<file path="config.mk">
export PLATFORM = sky130hd
export DESIGN_NAME = int_exec_unit
export DESIGN_NICKNAME = d
export VERILOG_FILES = /design/src/rtl/ieu_pkg.sv /design/src/rtl/ieu_shifter.sv /design/src/rtl/ieu_addsub.sv /design/src/rtl/ieu_logic.sv /design/src/rtl/int_exec_unit.sv
export SDC_FILE = /design/constraint.sdc
export NUM_CORES = 1
export LEC_CHECK = 0
export BUFFER_PORTS_ARGS = -buffer_cell sky130_fd_sc_hd__buf_2
export CAP_MARGIN = 5
export CORE_ASPECT_RATIO = 0.6
export CORE_MARGIN = 4
export CORE_UTILIZATION = 60
export DETAILED_ROUTE_END_ITERATION = 8
export PLACE_DENSITY = 0.81
export SYNTH_ARGS = -nofsm -noshare
export SYNTH_HDL_FRONTEND = slang
export SYNTH_HIERARCHICAL = 1
export SYNTH_SLANG_ARGS = --single-unit
</file>
<file path="constraint.sdc">
create_clock -name vclk -period 6.25
set_clock_uncertainty 0.2 [all_clocks]
set_input_delay 0.9375 -clock vclk [all_inputs]
set_output_delay 0.9375 -clock vclk [all_outputs]
set_load 0.01 [all_outputs]
</file>
<file path="src/rtl/ieu_pkg.sv">
package ieu_pkg;
  localparam int unsigned FN_W = 6;

  typedef enum logic [FN_W-1:0] {
    FN_SLL  = 6'h00, FN_SRL  = 6'h02, FN_SRA  = 6'h03,
    FN_SLLV = 6'h04, FN_SRLV = 6'h06, FN_SRAV = 6'h07,
    FN_MOVZ = 6'h0A, FN_MOVN = 6'h0B,
    FN_ADD  = 6'h20, FN_ADDU = 6'h21, FN_SUB  = 6'h22, FN_SUBU = 6'h23,
    FN_AND  = 6'h24, FN_OR   = 6'h25, FN_XOR  = 6'h26, FN_NOR  = 6'h27,
    FN_SLT  = 6'h2A, FN_SLTU = 6'h2B
  } fn_e;

  typedef enum logic [1:0] {SK_LEFT, SK_RIGHT, SK_ARITH, SK_ROTR} shift_kind_e;
  typedef enum logic [1:0] {LG_AND, LG_OR, LG_XOR, LG_NOR} logic_op_e;
  typedef enum logic [2:0] {SEL_ZERO, SEL_SHIFT, SEL_SUM, SEL_LOGIC,
                            SEL_LT_S, SEL_LT_U, SEL_PASS_S} res_sel_e;
endpackage

</file>
<file path="src/rtl/ieu_shifter.sv">
module ieu_shifter
  import ieu_pkg::*;
#(
  parameter int unsigned W  = 32,
  localparam int unsigned AW = $clog2(W)
) (
  input  logic [W-1:0]  value,
  input  logic [AW-1:0] amount,
  input  shift_kind_e   kind,
  output logic [W-1:0]  out
);
  // Rotate via a doubled word: no shift by W ever occurs.
  function automatic logic [W-1:0] rot_right(input logic [W-1:0] v, input logic [AW-1:0] a);
    logic [2*W-1:0] dbl;
    dbl = {v, v} >> a;
    return dbl[W-1:0];
  endfunction

  function automatic logic [W-1:0] sar(input logic [W-1:0] v, input logic [AW-1:0] a);
    return W'($signed(v) >>> a);
  endfunction

  always_comb begin
    unique case (kind)
      SK_LEFT:  out = value << amount;
      SK_RIGHT: out = value >> amount;
      SK_ARITH: out = sar(value, amount);
      default:  out = rot_right(value, amount);
    endcase
  end

  always_comb begin
    p_rotate_zero_r5: assert (!(kind == SK_ROTR && amount == '0 && out != value));
  end
endmodule

</file>
<file path="src/rtl/ieu_addsub.sv">
module ieu_addsub #(
  parameter int unsigned W = 32
) (
  input  logic [W-1:0] a,
  input  logic [W-1:0] b,
  input  logic         subtract,
  output logic [W-1:0] sum,
  output logic         ovf,
  output logic         lt_signed,
  output logic         lt_unsigned
);
  logic [W-1:0] b_eff;
  logic [W-1:0] diff;
  logic         diff_ovf;

  function automatic logic sgn_ovf(input logic sa, input logic sb, input logic sr);
    return (sa == sb) && (sr != sa);
  endfunction

  assign b_eff = subtract ? ~b : b;
  assign sum   = a + b_eff + {{(W-1){1'b0}}, subtract};
  assign ovf   = sgn_ovf(a[W-1], b_eff[W-1], sum[W-1]);

  // Comparison path always subtracts.
  assign diff        = a - b;
  assign diff_ovf    = sgn_ovf(a[W-1], ~b[W-1], diff[W-1]);
  assign lt_signed   = diff[W-1] ^ diff_ovf;
  assign lt_unsigned = a < b;
endmodule

</file>
<file path="src/rtl/ieu_logic.sv">
module ieu_logic
  import ieu_pkg::*;
#(
  parameter int unsigned W = 32
) (
  input  logic [W-1:0] a,
  input  logic [W-1:0] b,
  input  logic_op_e    op,
  output logic [W-1:0] out
);
  always_comb begin
    unique case (op)
      LG_AND:  out = a & b;
      LG_OR:   out = a | b;
      LG_XOR:  out = a ^ b;
      default: out = ~(a | b);
    endcase
  end
endmodule

</file>
<file path="src/rtl/int_exec_unit.sv">
module int_exec_unit
  import ieu_pkg::*;
#(
  parameter int unsigned W  = 32,
  localparam int unsigned AW = $clog2(W)
) (
  input  logic [W-1:0]  src_s,
  input  logic [W-1:0]  src_t,
  input  logic [AW-1:0] sh_imm,
  input  logic [FN_W-1:0] fn_code,
  input  logic          rot_sel,
  output logic [W-1:0]  result,
  output logic          wr_en,
  output logic          ovf_flag,
  output logic          rsvd_flag
);
  // Decoded controls, brought out as named wires.
  shift_kind_e sh_kind;
  logic [AW-1:0] sh_amt;
  logic_op_e   lg_op;
  res_sel_e    rsel;
  logic        do_sub, chk_ovf, is_cmov, cmov_ok, is_cmp;

  logic [W-1:0] sh_out, as_sum, lg_out;
  logic         as_ovf, lt_s, lt_u;

  always_comb begin
    sh_kind = SK_LEFT;  sh_amt = sh_imm;  lg_op = LG_AND;
    rsel = SEL_ZERO;    do_sub = 1'b0;    chk_ovf = 1'b0;
    is_cmov = 1'b0;     cmov_ok = 1'b0;   is_cmp = 1'b0;
    rsvd_flag = 1'b0;
    case (fn_code)
      FN_SLL:  begin rsel = SEL_SHIFT; end
      FN_SRL:  begin rsel = SEL_SHIFT; sh_kind = rot_sel ? SK_ROTR : SK_RIGHT; end
      FN_SRA:  begin rsel = SEL_SHIFT; sh_kind = SK_ARITH; end
      FN_SLLV: begin rsel = SEL_SHIFT; sh_amt = src_s[AW-1:0]; end
      FN_SRLV: begin rsel = SEL_SHIFT; sh_amt = src_s[AW-1:0];
                     sh_kind = rot_sel ? SK_ROTR : SK_RIGHT; end
      FN_SRAV: begin rsel = SEL_SHIFT; sh_amt = src_s[AW-1:0]; sh_kind = SK_ARITH; end
      FN_MOVZ: begin rsel = SEL_PASS_S; is_cmov = 1'b1; cmov_ok = (src_t == '0); end
      FN_MOVN: begin rsel = SEL_PASS_S; is_cmov = 1'b1; cmov_ok = (src_t != '0); end
      FN_ADD:  begin rsel = SEL_SUM; chk_ovf = 1'b1; end
      FN_ADDU: begin rsel = SEL_SUM; end
      FN_SUB:  begin rsel = SEL_SUM; do_sub = 1'b1; chk_ovf = 1'b1; end
      FN_SUBU: begin rsel = SEL_SUM; do_sub = 1'b1; end
      FN_AND:  begin rsel = SEL_LOGIC; lg_op = LG_AND; end
      FN_OR:   begin rsel = SEL_LOGIC; lg_op = LG_OR;  end
      FN_XOR:  begin rsel = SEL_LOGIC; lg_op = LG_XOR; end
      FN_NOR:  begin rsel = SEL_LOGIC; lg_op = LG_NOR; end
      FN_SLT:  begin rsel = SEL_LT_S; is_cmp = 1'b1; end
      FN_SLTU: begin rsel = SEL_LT_U; is_cmp = 1'b1; end
      default: rsvd_flag = 1'b1;
    endcase
  end

  ieu_shifter #(.W(W)) u_shift (
    .value(src_t), .amount(sh_amt), .kind(sh_kind), .out(sh_out)
  );

  ieu_addsub #(.W(W)) u_addsub (
    .a(src_s), .b(src_t), .subtract(do_sub), .sum(as_sum), .ovf(as_ovf),
    .lt_signed(lt_s), .lt_unsigned(lt_u)
  );

  ieu_logic #(.W(W)) u_logic (
    .a(src_s), .b(src_t), .op(lg_op), .out(lg_out)
  );

  always_comb begin
    unique case (rsel)
      SEL_SHIFT:  result = sh_out;
      SEL_SUM:    result = as_sum;
      SEL_LOGIC:  result = lg_out;
      SEL_LT_S:   result = {{(W-1){1'b0}}, lt_s};
      SEL_LT_U:   result = {{(W-1){1'b0}}, lt_u};
      SEL_PASS_S: result = src_s;
      default:    result = '0;
    endcase
    ovf_flag = chk_ovf & as_ovf;
    wr_en    = !rsvd_flag && !ovf_flag && (!is_cmov || cmov_ok);
  end

  always_comb begin
    p_reserved_no_write_r11: assert (!(rsvd_flag && (wr_en || result != '0)));
    p_no_overflow_r7: assert (!(ovf_flag && wr_en));
    p_unsigned_no_flag_r8: assert (!(ovf_flag && (fn_code == FN_ADDU || fn_code == FN_SUBU)));
    p_cmove_value_r6: assert (!(is_cmov && result != src_s));
    p_compare_bool_r10: assert (!(is_cmp && result[W-1:1] != '0));
  end
endmodule

</file>
After elaboration in Yosys (flattened, before gate mapping)
Cells that the tools add are included.
{"block": "word_totals", "reg_bits": 0, "latchBits": 0, "mem_bits_rw": 0, "mem_bits_ro": 0, "input_bits": 76, "output_inout_bits": 35, "elab_cells": 83, "memories": 0}
{"block": "classes", "add_sub_neg": 3, "n_mul": 0, "n_div": 0, "order_cmp": 1, "n_eq_ne": 31, "shift": 4, "mux": 14, "bitwise_logic": 8, "n_reduce_logical": 22}
{"op": "one-hot mux 32 bit (3 select lines)", "count": 2}
{"op": "one-hot mux 32 bit (6 select lines)", "count": 1}
{"op": "inverter 32 bit", "count": 2}
{"op": ">> shifter 64 x 5 -> 32 bit", "count": 1}
{"op": "== test 6 bit, second input constant", "count": 10}
{"op": "adder 32 x 1 -> 32 bit", "count": 1}
{"op": "adder 32 bit", "count": 1}
{"op": "bitwise AND 32 bit", "count": 1}
{"op": "logical NOT 32 bit", "count": 1}
{"op": "less-than comparator 32 bit", "count": 1}
{"op": "two-way mux 32 bit", "count": 1}
{"op": "bitwise OR 32 bit", "count": 1}
{"op": "nonzero test 32 bit", "count": 1}
{"op": "left shift 32 x 5 -> 32 bit", "count": 1}
{"op": ">> shifter 32 x 5 -> 32 bit", "count": 1}
{"op": ">>> shifter 32 x 5 -> 32 bit", "count": 1}
{"op": "subtractor 32 bit", "count": 1}
{"op": "bitwise XOR 32 bit", "count": 1}
{"op": "== test 6 x 3 -> 1 bit, second input constant", "count": 3}
{"op": "one-hot mux 3 bit (6 select lines)", "count": 1}
{"op": "OR reduction 18 bit", "count": 1}
{"op": "== test 6 x 2 -> 1 bit, second input constant", "count": 2}
{"op": "== test 6 x 4 -> 1 bit, second input constant", "count": 2}
{"op": "OR reduction 2 bit", "count": 5}
{"op": "24 further kinds", "count": 40}

Longest topological paths before layout
Gate-level depths: netlist of the first run.
{"block": "depth", "depth_word": 12, "ltp_mapped": 19, "ltp_nobuf": 14}

Cells and area by module
Netlist of the first run, hierarchy kept.
{"mod": "ieu_shifter", "instances": 1, "cells_per_inst": 716, "area_per_inst_um2": 5013.6, "seq_area_each_um2": 0.0}
{"mod": "ieu_addsub", "instances": 1, "cells_per_inst": 402, "area_per_inst_um2": 2896.5, "seq_area_each_um2": 0.0}
{"mod": "ieu_logic", "instances": 1, "cells_per_inst": 306, "area_per_inst_um2": 2212.1, "seq_area_each_um2": 0.0}
{"mod": "int_exec_unit", "instances": 1, "cells_per_inst": 156, "area_per_inst_um2": 994.7, "seq_area_each_um2": 0.0}

Worst setup path before layout of the first run
OpenSTA, ideal clock, no wires.
{"block": "synth_timing", "kind": "in2out", "from": "input fn_code[3]", "to": "output wr_en", "arrival_ps": 4692, "required_time_ps": 5112, "path_slack_ps": 421, "cell_stages": 18, "path_buffers": 4, "path_cell_list": "clkbuf_2 nor4b_4 clkbuf_1 and2_1 buf_2 clkbuf_1 xor2_1 ha_1 a21o_1 a311o_2 a21oi_4 o21ai_1 a31o_1 a21oi_2 mux2i_1 nand3b_1 o211ai_1 a31oi_1"}
{"block": "synth_between", "elab_chain_len": 12, "elab_cells_between_ends": 38, "cone_classes": "2 x add/sub; 19 x eq/ne; 5 x mux; 1 x bitwise; 11 x reduce/logical"}
{"item": "start, declared", "line": "int_exec_unit.sv:10", "rtl": "input logic [FN_W-1:0] fn_code,"}
{"item": "== test 6 bit", "line": "int_exec_unit.sv:32", "rtl": "case (fn_code)"}
{"item": "OR reduction 2 bit (no line) (*)"}
{"item": "two-way mux 1 bit (*)", "line": "int_exec_unit.sv:32"}
{"item": "named net do_sub", "line": "int_exec_unit.sv:22", "rtl": "logic do_sub, chk_ovf, is_cmov, cmov_ok, is_cmp;"}
{"item": "two-way mux 32 bit", "line": "ieu_addsub.sv:20", "rtl": "assign b_eff = subtract ? ~b : b;"}
{"item": "adder 32 bit", "line": "ieu_addsub.sv:21", "rtl": "assign sum = a + b_eff + {{(W-1){1'b0}}, subtract};"}
{"item": "adder 32 x 1 -> 32 bit", "line": "ieu_addsub.sv:21"}
{"item": "inequality test 1 bit", "line": "ieu_addsub.sv:17", "rtl": "return (sa == sb) && (sr != sa);"}
{"item": "logical AND 1 bit (*)", "line": "ieu_addsub.sv:17"}
{"item": "named net as_ovf", "line": "int_exec_unit.sv:25", "rtl": "logic as_ovf, lt_s, lt_u;"}
{"item": "bitwise AND 1 bit (*)", "line": "int_exec_unit.sv:79", "rtl": "ovf_flag = chk_ovf & as_ovf;"}
{"item": "logical NOT 1 bit (*)", "line": "int_exec_unit.sv:80", "rtl": "wr_en = !rsvd_flag && !ovf_flag && (!is_cmov || cmov_ok);"}
{"item": "logical AND 1 bit (*) (2 in series)", "line": "int_exec_unit.sv:80"}
{"item": "end, declared", "line": "int_exec_unit.sv:13", "rtl": "output logic wr_en,"}
The timed path passes the listed nets; every way through them passes the cells marked *.

Worst setup path after layout of the first run
{"block": "layout_timing", "from": "input fn_code[4]", "to": "output wr_en"}
Same word-level chain as after synthesis.

==> impl_results.rst, run 1 <==
.. list-table::
   :header-rows: 1

   * - Metric
     - Value
   * - Top fanout value on the critical path
     - 21
   * - Tcrit/Tclk final
     - 0.967
   * - Worst Path Arrival
     - 4.91 ns
   * - Fin. Hold Viols
     - 0
   * - Sum of net half-perimeters after detailed placement
     - 39800 um
   * - Area contributors post-synth
     - ha_1 14%, mux2i_1 7.5%, nand2_1 6.5%, a22oi_1 4.9%, o21ai_0 4.3%
   * - Routability Congestion
     - 1.20
   * - Cts-stage hold buffer count
     - 0
   * - Drt pass-1 iters
     - 9
   * - Total die area
     - 20800 um2
   * - Final cell utilization of the core
     - 0.657
   * - Switching part of the total
     - 0.638
   * - Commonest cells in the synthesized netlist
     - 192 x nand2_1, 126 x ha_1, 115 x inv_1
   * - Synthesized netlist net count
     - 1783
   * - Via Count
     - 13938
   * - Relative max-transition margin
     - 0.261
   * - Min-Delay Path Class
     - input port to output port
   * - Total I/O pin count
     - 111
   * - Average detailed-routed wire length per instance
     - 27.6 um
   * - Final Net Count
     - 1851
   * - Global-route congestion overflow total
     - 0
   * - Cell type contributing the most total cell area after synthesis
     - ha_1
   * - Setup violators final
     - 0
   * - Number of inserted filler cells in the final layout
     - 1642
   * - Category of the most critical setup path
     - input port to output port
   * - Core Box Area
     - 18100 um2
   * - Capturing element type of the critical path
     - output port
   * - Iteration-0 DRC Markers
     - 3168
   * - Power Dens Cells
     - 99.0 nW/um2
   * - Vias in the first global route
     - 12023
   * - Maximum vdd ir drop
     - 68.4 uV
   * - Area fraction of the dominant cell type after synthesis
     - 0.142
   * - Sequential cell area
     - 0 um2
   * - Pin count of the biggest net entering global routing
     - 77
   * - Beginning of the critical path
     - fn_code[4]
   * - Sum Neg Setup Slack
     - 0 ns
   * - Cell with the most instances after synthesis
     - nand2_1
   * - Combined global-route utilization of all metal layers
     - 0.464
   * - Hold Worst Slack
     - 2.07 ns
   * - Antenna-violating nets left
     - 0
   * - Input/output buffers
     - 111
   * - Num rows
     - 38
   * - Post-Synthesis Cells
     - 1580
   * - Number of resized instances in the post-cts repair step
     - 0
   * - Fmax
     - 165 MHz
   * - Clk network pwr share
     - 0
   * - # clk buffers
     - 0
   * - Sequential fraction of the synthesis area
     - 0
   * - Run status
     - finished, violations left
   * - Post-route DRC violation count
     - 31
   * - Psw
     - 752 uW
   * - Synth-to-layout area growth
     - 7.12%
   * - Worst Max-Slew Pin Slew
     - 1.10 ns
   * - Setup repair after global routing missed its margin
     - no
   * - Wire length after detailed routing
     - 52000 um
   * - Final max-slew violation count
     - 0
   * - Unique cell type count in the Yosys netlist
     - 93
   * - Combinational fraction of design power
     - 1.000
   * - Cell internal power dissipation
     - 426 uW
   * - Startpoint Class
     - input port
   * - Num sequential
     - 0
   * - First-pass GRT wire length
     - 75300 um
   * - Fraction of layout cells with a size suffix above 1
     - 0.190
   * - Netlist Area Pre-Place
     - 11100 um2
   * - Max-Cap Viols
     - 0
   * - DR vias/cell
     - 7.39
   * - Die W
     - 184 um
   * - Post-Synthesis Mean Instance Area
     - 7.04 um2
   * - Req. time, crit path
     - 5.11 ns
   * - Period minus WS final
     - 6.04 ns
   * - Start point of the worst min-delay path
     - src_s[12]
   * - Violated checks
     - DRC
   * - Static Leakage
     - 0.00566 uW
   * - Setup Buffers After CTS
     - 0
   * - Number of antenna violations at the first check in global routing
     - 2
   * - Yosys warning count
     - 6
   * - Proportion of power drawn by flip-flops and latches
     - 0
   * - Starting density of the core
     - 0.614
   * - Die height
     - 113 um
-- cell usage in the layout, fill, tap and decap left out, drive strengths merged, types with 8 or more instances in the layout --
cell type  netlist  final
a211oi          21     21
a21o            21     21
a21oi           90     90
a221oi          13     13
a22oi           72     72
a31oi           16     16
and2            15     15
and3            13     13
buf             65    178
ha             126    126
inv            118    118
mux2            73     73
mux2i           89     89
mux4            16     16
nand2          193    193
nand2b          14     14
nand3           35     35
nand4           14     14
nor2            91     91
nor2b           30     30
nor3            30     30
nor4            14     14
o2111ai         10     10
o211ai          13     13
o21a            16     16
o21ai          130    130
o21bai          11     11
o221ai           8      8
o22ai           18     18
o31ai            9      9
or2              9      9
xnor2           16     16
xor2            45     45
-- critical path, cell delays in order --
cell and delay [ns]:
buf_2 0.15, nor4b_4 0.30, and2_2 0.44, buf_12 0.25, xor2_1 0.16, ha_1 0.33
a21oi_1 0.32, o21ai_0 0.22, a21oi_1 0.18, o21ai_0 0.11, a221o_1 0.37, a21oi_2 0.24
mux2i_1 0.11, nand3b_1 0.13, o211ai_1 0.11, a31oi_1 0.31, buf_2 0.20
-- layer usage --
layer	global-route usage	vias up	wire length, um
met2	0.599	1313	18600
met3	0.249	180	10200
met4	0.0862	6	1750
met5	0.0565	-	186
met1	0.669	6459	21300
li1	-	5980	-
-- worst paths after layout --
check	endpoint	slack, ns	cells past startpoint
worst max-delay path	wr_en	0.21	17
worst min-delay path	result[12]	2.07	4
-- power by group through the flow --
stage	logic (uW)	clock network [uW]	registers, uW
3_5_place_dp	1090	0	0
5_1_grt	1220	0.0000214	0
4_1_cts	1100	0	0
6_report	1180	0.0000214	0
2_1_floorplan	716	0	0
3_3_place_gp	1080	0	0
-- kinds of logic after synthesis --
logic type      after synthesis  share of synthesized area
fa+ha+maj                   127                      0.144
simple gates                476                      0.203
compound gates              508                      0.309
buf+inv                     230                     0.0978
xor+xnor                     61                     0.0481
mux                         178                      0.199
-- metrics by stage --
step	cells	total power, uW	instance area, um2	setup WS (ns)
after CTS	1886	1100	11900	0.362
after global placement	1886	1080	11900	0.545
after detailed placement	1886	1090	11900	0.385
after floorplan	1580	716	11100	0.421
after global routing	1887	1220	11900	0.137
final	1887	1180	11900	0.207
-- area by class of cell --
cell class	instances	area, um2	share of cell area
inverter	118	443	0.0372
timing repair buffer	178	1120	0.0941
tap	240	300	0.0252
multi-input combinational	1350	10000	0.843
antenna	1	2.50	0.000210
Note: power is estimated with default switching activity, not from simulation.
==> run 2, diff against run 1 <==
--- a/config.mk
+++ b/config.mk
@@ -5,13 +5,16 @@
 export SDC_FILE = /design/constraint.sdc
 export NUM_CORES = 1
 export LEC_CHECK = 0
+export ABC_AREA = 1
 export BUFFER_PORTS_ARGS = -buffer_cell sky130_fd_sc_hd__buf_2
 export CAP_MARGIN = 5
+export CELL_PAD_IN_SITES_DETAIL_PLACEMENT = 1
+export CELL_PAD_IN_SITES_GLOBAL_PLACEMENT = 1
 export CORE_ASPECT_RATIO = 0.6
 export CORE_MARGIN = 4
-export CORE_UTILIZATION = 60
+export CORE_UTILIZATION = 43
 export DETAILED_ROUTE_END_ITERATION = 8
-export PLACE_DENSITY = 0.81
+export PLACE_DENSITY = 0.86
 export SYNTH_ARGS = -nofsm -noshare
 export SYNTH_HDL_FRONTEND = slang
 export SYNTH_HIERARCHICAL = 1
==> run 2 against run 1 <==
- the run now ends clean
- utilization shrank 19 points
- hold slack gained 0.091 ns
- final area shrank 3.4%
- power shrank 3.2%
- first-iteration DRC count shrank 22%
- final cell count grew 27%
- critical path type unchanged
==> impl_results.rst, run 2 <==
.. list-table::
   :header-rows: 1

   * - Metric
     - Value
   * - Run status
     - finished, final reports clean
   * - Relative max-transition margin
     - 0.254 (-0.00687)
   * - DR vias/cell
     - 6.41 (-13%)
   * - Category of the most critical setup path
     - input port to output port
   * - Top fanout value on the critical path
     - 32 (+52%)
   * - Proportion of power drawn by flip-flops and latches
     - 0 (unchanged)
   * - Setup violators final
     - 0 (unchanged)
   * - Number of instances in the placed design
     - 2395 (+27%)
   * - Startpoint Class
     - input port
   * - Maximum vdd ir drop
     - 33.1 uV (-52%)
   * - Combinational fraction of design power
     - 1.000 (about the same)
   * - Static Leakage
     - 0.00654 uW (+16%)
   * - Worst Path Arrival
     - 4.54 ns (-0.37 ns)
   * - Number of stages on the worst hold path
     - 4 (unchanged)
   * - Synthesized netlist net count
     - 2238 (+26%)
   * - Cts-stage hold buffer count
     - 0 (unchanged)
   * - Post-Synthesis Cells
     - 2035 (+29%)
   * - Switching part of the total
     - 0.713 (+0.0750)
   * - Post-Synthesis Mean Instance Area
     - 5.35 um2 (-24%)
   * - Sequential cell area
     - 0 um2 (unchanged)
   * - Core Box Area
     - 24600 um2 (+36%)
   * - Capturing element type of the critical path
     - output port
   * - Clk network pwr share
     - 0 (unchanged)
   * - Fmax
     - 176 MHz (+6.4%)
   * - Drt pass-1 iters
     - 7 (-2)
   * - Unique cell type count in the Yosys netlist
     - 53 (-43%)
   * - Cell with the most instances after synthesis
     - nand2_1
   * - Num rows
     - 44 (+16%)
   * - Total I/O pin count
     - 111 (unchanged)
   * - Endpoint of the worst hold path
     - result[24]
   * - Die W
     - 213 um (+16%)
   * - Leading cell type in the layout, fill and taps excluded
     - nand2_1
   * - Sequential fraction of the synthesis area
     - 0 (unchanged)
   * - Tcrit/Tclk final
     - 0.908 (-0.0585)
   * - Routability Congestion
     - 1.06 (-11%)
   * - Final Net Count
     - 2279 (+23%)
   * - Fin. Hold Viols
     - 0 (unchanged)
   * - Commonest cells in the synthesized netlist
     - 631 x nand2_1, 405 x nand3_1, 219 x inv_1
   * - Count of placed standard cells in the final layout, fillers left out
     - 2398 (+27%)
   * - Setup repair after global routing missed its margin
     - no
   * - Sum Neg Setup Slack
     - 0 ns (unchanged)
   * - Psw
     - 814 uW (+8.2%)
   * - Global-route congestion overflow total
     - 0 (unchanged)
   * - Number of resized instances in the post-cts repair step
     - 0 (unchanged)
   * - Area contributors post-synth
     - nand2_1 22%, nand3_1 19%, ha_1 14%, inv_1 7.6%, a22oi_1 4.0%
   * - Min-Delay Path Class
     - input port to output port
   * - # clk buffers
     - 0 (unchanged)
   * - Starting density of the core
     - 0.443 (-0.171)
   * - Die height
     - 131 um (+16%)
   * - Hold Worst Slack
     - 2.16 ns (+0.0906 ns)
   * - Pin count of the biggest net entering global routing
     - 70 (-9.1%)
   * - Worst Max-Slew Pin Slew
     - 1.12 ns (+0.0207 ns)
   * - Iteration-0 DRC Markers
     - 2467 (-22%)
   * - Cell type contributing the most total cell area after synthesis
     - nand2_1
   * - Netlist Area Pre-Place
     - 10900 um2 (-2.1%)
   * - Number of antenna violations at the first check in global routing
     - 3 (+1)
   * - Setup Buffers After CTS
     - 0 (unchanged)
   * - Yosys warning count
     - 6 (unchanged)
   * - Input/output buffers
     - 111 (unchanged)
   * - Wire length after detailed routing
     - 62600 um (+20%)
   * - Average detailed-routed wire length per instance
     - 26.1 um (-5.4%)
   * - Post-route DRC violation count
     - 0 (-100%)
   * - Total die area
     - 28000 um2 (+34%)
   * - Antenna-violating nets left
     - 0 (unchanged)
   * - Cell internal power dissipation
     - 327 uW (-23%)
   * - Vias in the first global route
     - 13788 (+15%)
   * - Fraction of layout cells with a size suffix above 1
     - 0.121 (-0.0690)
   * - Req. time, crit path
     - 5.11 ns (about the same)
   * - Start point of the worst min-delay path
     - src_s[24]
   * - PnR Total Power
     - 1140 uW (-3.2%)
   * - First-pass GRT wire length
     - 90500 um (+20%)
   * - Sum of net half-perimeters after detailed placement
     - 49900 um (+25%)
   * - Final cell utilization of the core
     - 0.469 (-0.189)
   * - Area fraction of the dominant cell type after synthesis
     - 0.218 (+0.0758)
   * - Final max-slew violation count
     - 0 (unchanged)
   * - Combined global-route utilization of all metal layers
     - 0.420 (-0.0437)
   * - Max-Cap Viols
     - 0 (unchanged)
   * - Leading cell types in the layout, fill and taps excluded
     - 631 x nand2_1, 405 x nand3_1, 218 x inv_1
   * - Period minus WS final
     - 5.68 ns (-0.366 ns)
   * - Num sequential
     - 0 (unchanged)
   * - Via Count
     - 15368 (+10%)
   * - Synth-to-layout area growth
     - 5.73%
   * - Power Dens Cells
     - 99.2 nW/um2 (+0.24%)
[run 2: how the worst max path moves through the flow]
stage	from	slack, ns	cells past startpoint	end
finish	fn_code[4]	0.57	18	result[29]
floorplan	fn_code[5]	1.60	27	wr_en
global route	fn_code[5]	0.40	19	result[29]
detailed placement	fn_code[5]	0.75	19	result[29]
CTS	fn_code[5]	0.73	19	result[29]
global placement	fn_code[4]	0.88	18	result[29]
[run 2: worst max-delay path, cell delays in order]
cell,delay (ns)
buf_2,0.12
nor2_2,0.27
inv_2,0.12
nor4_2,0.28
buf_12,0.30
xor2_1,0.18
ha_1,0.35
a21oi_1,0.31
o21ai_0,0.26
a21oi_1,0.29
nor2_1,0.07
nor2_1,0.13
nand2_1,0.07
nand2_1,0.06
nand2_1,0.05
a22oi_1,0.41
nand2_1,0.13
buf_2,0.17
[run 2: final cells by class]
| type | instances | area, um2 |
|---|---|---|
| fillers | 3682 | 13000 |
| multi-input cells | 1700 | 9370 |
| inverters | 234 | 891 |
| repair buffers | 140 | 840 |
| well taps | 322 | 403 |
| diodes | 2 | 5.00 |
[run 2: layer usage]
metal	vias to the layer above	wire length [um]	global-route usage
li1	6828	-	-
met1	7262	28400	0.675
met2	1147	22400	0.521
met3	127	9800	0.127
met4	4	1900	0.105
met5	-	23	0
[run 2: power groups by stage]
| stage | Clock [uW] | Sequential (uW) | Combinational, uW |
|---|---|---|---|
| 2_1_floorplan | 0 | 0 | 688 |
| 3_3_place_gp | 0 | 0 | 1050 |
| 3_5_place_dp | 0 | 0 | 1080 |
| 4_1_cts | 0 | 0 | 1080 |
| 5_1_grt | 0.0000214 | 0 | 1210 |
| 6_report | 0.00000997 | 0 | 1140 |
[run 2: cell families after synthesis]
logic type,after synthesis,synth area share
multiplexers,5,0.00690
buffers and inverters,335,0.141
AO/OA/AOI/OAI,228,0.131
XOR/XNOR,47,0.0378
AND/OR/NAND/NOR,1293,0.537
adder cells (fa/ha/maj),127,0.147
[run 2: metrics by stage]
stage / setup WS, ns / cell area, um2
floorplan: 1.60 / 10900
global placement: 0.877 / 11500
detailed placement: 0.752 / 11500
CTS: 0.729 / 11500
global route: 0.402 / 11500
finish: 0.573 / 11500
==> run 3, diff against run 2 <==
--- a/config.mk
+++ b/config.mk
@@ -8,7 +8,7 @@
 export ABC_AREA = 1
 export BUFFER_PORTS_ARGS = -buffer_cell sky130_fd_sc_hd__buf_2
 export CAP_MARGIN = 5
-export CELL_PAD_IN_SITES_DETAIL_PLACEMENT = 1
+export CELL_PAD_IN_SITES_DETAIL_PLACEMENT = 0
 export CELL_PAD_IN_SITES_GLOBAL_PLACEMENT = 1
 export CORE_ASPECT_RATIO = 0.6
 export CORE_MARGIN = 4
==> run 3 against run 2 <==
- the run now ends with capacitance limit left
- routed wire length down 7.3%
- final area down 0.14%
- flip-flop and latch count unchanged
- critical path depth down 1
- first-iteration DRC count up 15%
- maximum frequency down 1.6%
- final cell count down 0.13%
- global-route usage down 3.2 points
- sequential share of layout area unchanged
- power down 2.7%
- via count down 3.3%
- hold slack worse by 0.0049 ns
- critical endpoint is now result[21]
- highest routed layer unchanged
==> impl_results.rst, run 3 (synthesized netlist as in run 2, its figures left out) <==
.. list-table::
   :header-rows: 1

   * - Metric
     - Value
   * - Final cell utilization of the core
     - 0.468 (-0.000663)
   * - Clk network pwr share
     - 0 (unchanged)
   * - Input/output buffers
     - 111 (unchanged)
   * - Worst Setup Slack post-DPL
     - 0.835 ns (+0.0826 ns)
   * - Least setup slack across all paths after layout
     - 0.483 ns (-0.0901 ns)
   * - Power Dens Cells
     - 96.6 nW/um2 (-2.6%)
   * - Iteration-0 DRC Markers
     - 2841 (+15%)
   * - Global-route congestion overflow total
     - 0 (unchanged)
   * - Proportion of power drawn by flip-flops and latches
     - 0 (unchanged)
   * - Sum of net half-perimeters after detailed placement
     - 46000 um (-7.8%)
   * - Leading cell type in the layout, fill and taps excluded
     - nand2_1
   * - WP buf/inv
     - 5 (+1)
   * - Average detailed-routed wire length per instance
     - 24.2 um (-7.2%)
   * - Switching part of the total
     - 0.708 (-0.00566)
   * - Total die area
     - 28000 um2 (unchanged)
   * - Die W
     - 213 um (unchanged)
   * - Number of stages on the worst hold path
     - 5 (+1)
   * - First-pass GRT wire length
     - 82600 um (-8.7%)
   * - Maximum vdd ir drop
     - 36.0 uV (+8.8%)
   * - Vias in the first global route
     - 12444 (-9.7%)
   * - Req. time, crit path
     - 5.11 ns (about the same)
   * - Wire length after detailed routing
     - 58000 um (-7.3%)
   * - DR vias/cell
     - 6.20 (-3.2%)
   * - Post-route DRC violation count
     - 0 (unchanged)
   * - Drt pass-1 iters
     - 8 (+1)
   * - Num rows
     - 44 (unchanged)
   * - Period minus WS final
     - 5.77 ns (+0.0901 ns)
   * - Cell internal power dissipation
     - 324 uW (-0.82%)
   * - Combined global-route utilization of all metal layers
     - 0.388 (-0.0320)
   * - Start point of the worst min-delay path
     - fn_code[4]
   * - Antenna-violating nets left
     - 0 (unchanged)
   * - Setup repair after global routing missed its margin
     - no
   * - Synth-to-layout area growth
     - 5.58%
   * - Run status
     - finished, violations left
   * - Pin count of the biggest net entering global routing
     - 70 (unchanged)
   * - Category of the most critical setup path
     - input port to output port
   * - Final max-slew violation count
     - 0 (unchanged)
   * - Violated checks
     - capacitance limit
   * - GR peak layer
     - met1
   * - Most used cell, CP
     - nand2_1
   * - Top fanout value on the critical path
     - 6 (-81%)
   * - Leading cell types in the layout, fill and taps excluded
     - 631 x nand2_1, 405 x nand3_1, 218 x inv_1
   * - Sum Neg Setup Slack
     - 0 ns (unchanged)
   * - Static Leakage
     - 0.00653 uW (about the same)
   * - Worst Path Arrival
     - 4.63 ns (+0.09 ns)
   * - # clk buffers
     - 0 (unchanged)
   * - Number of antenna violations at the first check in global routing
     - 1 (-2)
   * - Cts-stage hold buffer count
     - 0 (unchanged)
   * - Critical-path cell with the highest stage delay
     - nor2_1
   * - Routability Congestion
     - 1.06 (unchanged)
   * - Setup Buffers After CTS
     - 0 (unchanged)
   * - Category of cells accounting for the largest share of critical-path delay
     - simple AND/OR/NAND/NOR gates
   * - Max-Cap Viols
     - 1 (+1)
   * - Cell breakdown of the critical path
     - buf_2 > nor2_2 > nand2_1 > nor2_1 > inv_2 > nand2_1 > inv_2 > nor2_1 > nand2_1 > inv_1 > nand3_1 > nand3_1 > nor2_1 > nand2_1 > a22oi_1 > nand2_1 > buf_2
   * - Met1 usage in global routing
     - 0.629 (-0.0457)
   * - Final Net Count
     - 2278 (-0.044%)
   * - Number of inserted filler cells in the final layout
     - 2820 (-23%)
   * - Setup violators final
     - 0 (unchanged)
   * - Capturing element type of the critical path
     - output port
   * - Sequential cell area
     - 0 um2 (unchanged)
   * - Fraction of layout cells with a size suffix above 1
     - 0.120 (-0.000424)
   * - Slowest cell delay on critical path
     - 0.54 ns (+0.13 ns)
   * - Starting density of the core
     - 0.443 (unchanged)
   * - Endpoint of the worst hold path
     - ovf_flag
   * - Startpoint Class
     - input port
   * - Num sequential
     - 0 (unchanged)
   * - Combinational fraction of design power
     - 1.000 (about the same)
   * - Relative max-transition margin
     - 0.00523 (-0.249)
   * - Number of resized instances in the post-cts repair step
     - 0 (unchanged)
   * - Core Box Area
     - 24600 um2 (unchanged)
   * - Global Route met3 Usage
     - 0.149 (+0.0214)
   * - Total I/O pin count
     - 111 (unchanged)
   * - Worst Max-Slew Pin Slew
     - 1.49 ns (+0.369 ns)
   * - Min-Delay Path Class
     - input port to output port
   * - Via Count
     - 14859 (-3.3%)
   * - Die height
     - 131 um (unchanged)
   * - Tcrit/Tclk final
     - 0.923 (+0.0144)
   * - Fin. Hold Viols
     - 0 (unchanged)
   * - Fmax
     - 173 MHz (-1.6%)
   * - Psw
     - 786 uW (-3.5%)
   * - Met2 Resource Use GR
     - 0.454 (-0.0669)
   * - # diodes
     - 0 (-2)
-- run 3: routing by layer --
layer  wire length [um]  up-vias
li1                   -     6835
met1              26700     6816
met2              19800     1090
met3               9690      116
met4               1800        2
met5                 13        -
-- run 3: worst max-delay path by stage --
stage | start | endpoint | slack, ns | depth (start not counted)
after floorplan | fn_code[5] | wr_en | 1.60 | 27
after global placement | fn_code[4] | result[29] | 0.88 | 18
after detailed placement | fn_code[4] | result[29] | 0.84 | 18
after CTS | fn_code[4] | result[29] | 0.81 | 18
after global routing | fn_code[5] | result[29] | 0.48 | 19
final | fn_code[5] | result[21] | 0.48 | 17
-- run 3: final cells by class --
type | instances | area (um2) | area share
multi-input combinational | 1700 | 9370 | 0.815
inverter | 234 | 891 | 0.0775
timing repair buffer | 139 | 828 | 0.0721
tap | 322 | 403 | 0.0351
-- run 3: power groups by stage --
stage / clock network, uW / registers (uW) / logic [uW]
3_3_place_gp: 0 / 0 / 1050
2_1_floorplan: 0 / 0 / 688
3_5_place_dp: 0 / 0 / 1050
5_1_grt: 0 / 0 / 1190
6_report: 0 / 0 / 1110
4_1_cts: 0 / 0 / 1050
-- run 3: per-stage QoR --
| stage | hold slack, ns | cell area (um2) | power, uW | std cells |
|---|---|---|---|---|
| 2_1_floorplan | 1.82 | 10900 | 688 | 2035 |
| 3_3_place_gp | 2.14 | 11500 | 1050 | 2395 |
| 3_5_place_dp | 2.15 | 11500 | 1050 | 2395 |
| 4_1_cts | 2.16 | 11500 | 1050 | 2395 |
| 5_1_grt | 2.19 | 11500 | 1190 | 2395 |
| 6_report | 2.16 | 11500 | 1110 | 2395 |
-- run 3: worst min-delay path, delay by kind of cell --
family	cells	cell delay, ns
buffers and inverters	2	0.25
and+or+nand+nor	3	0.23
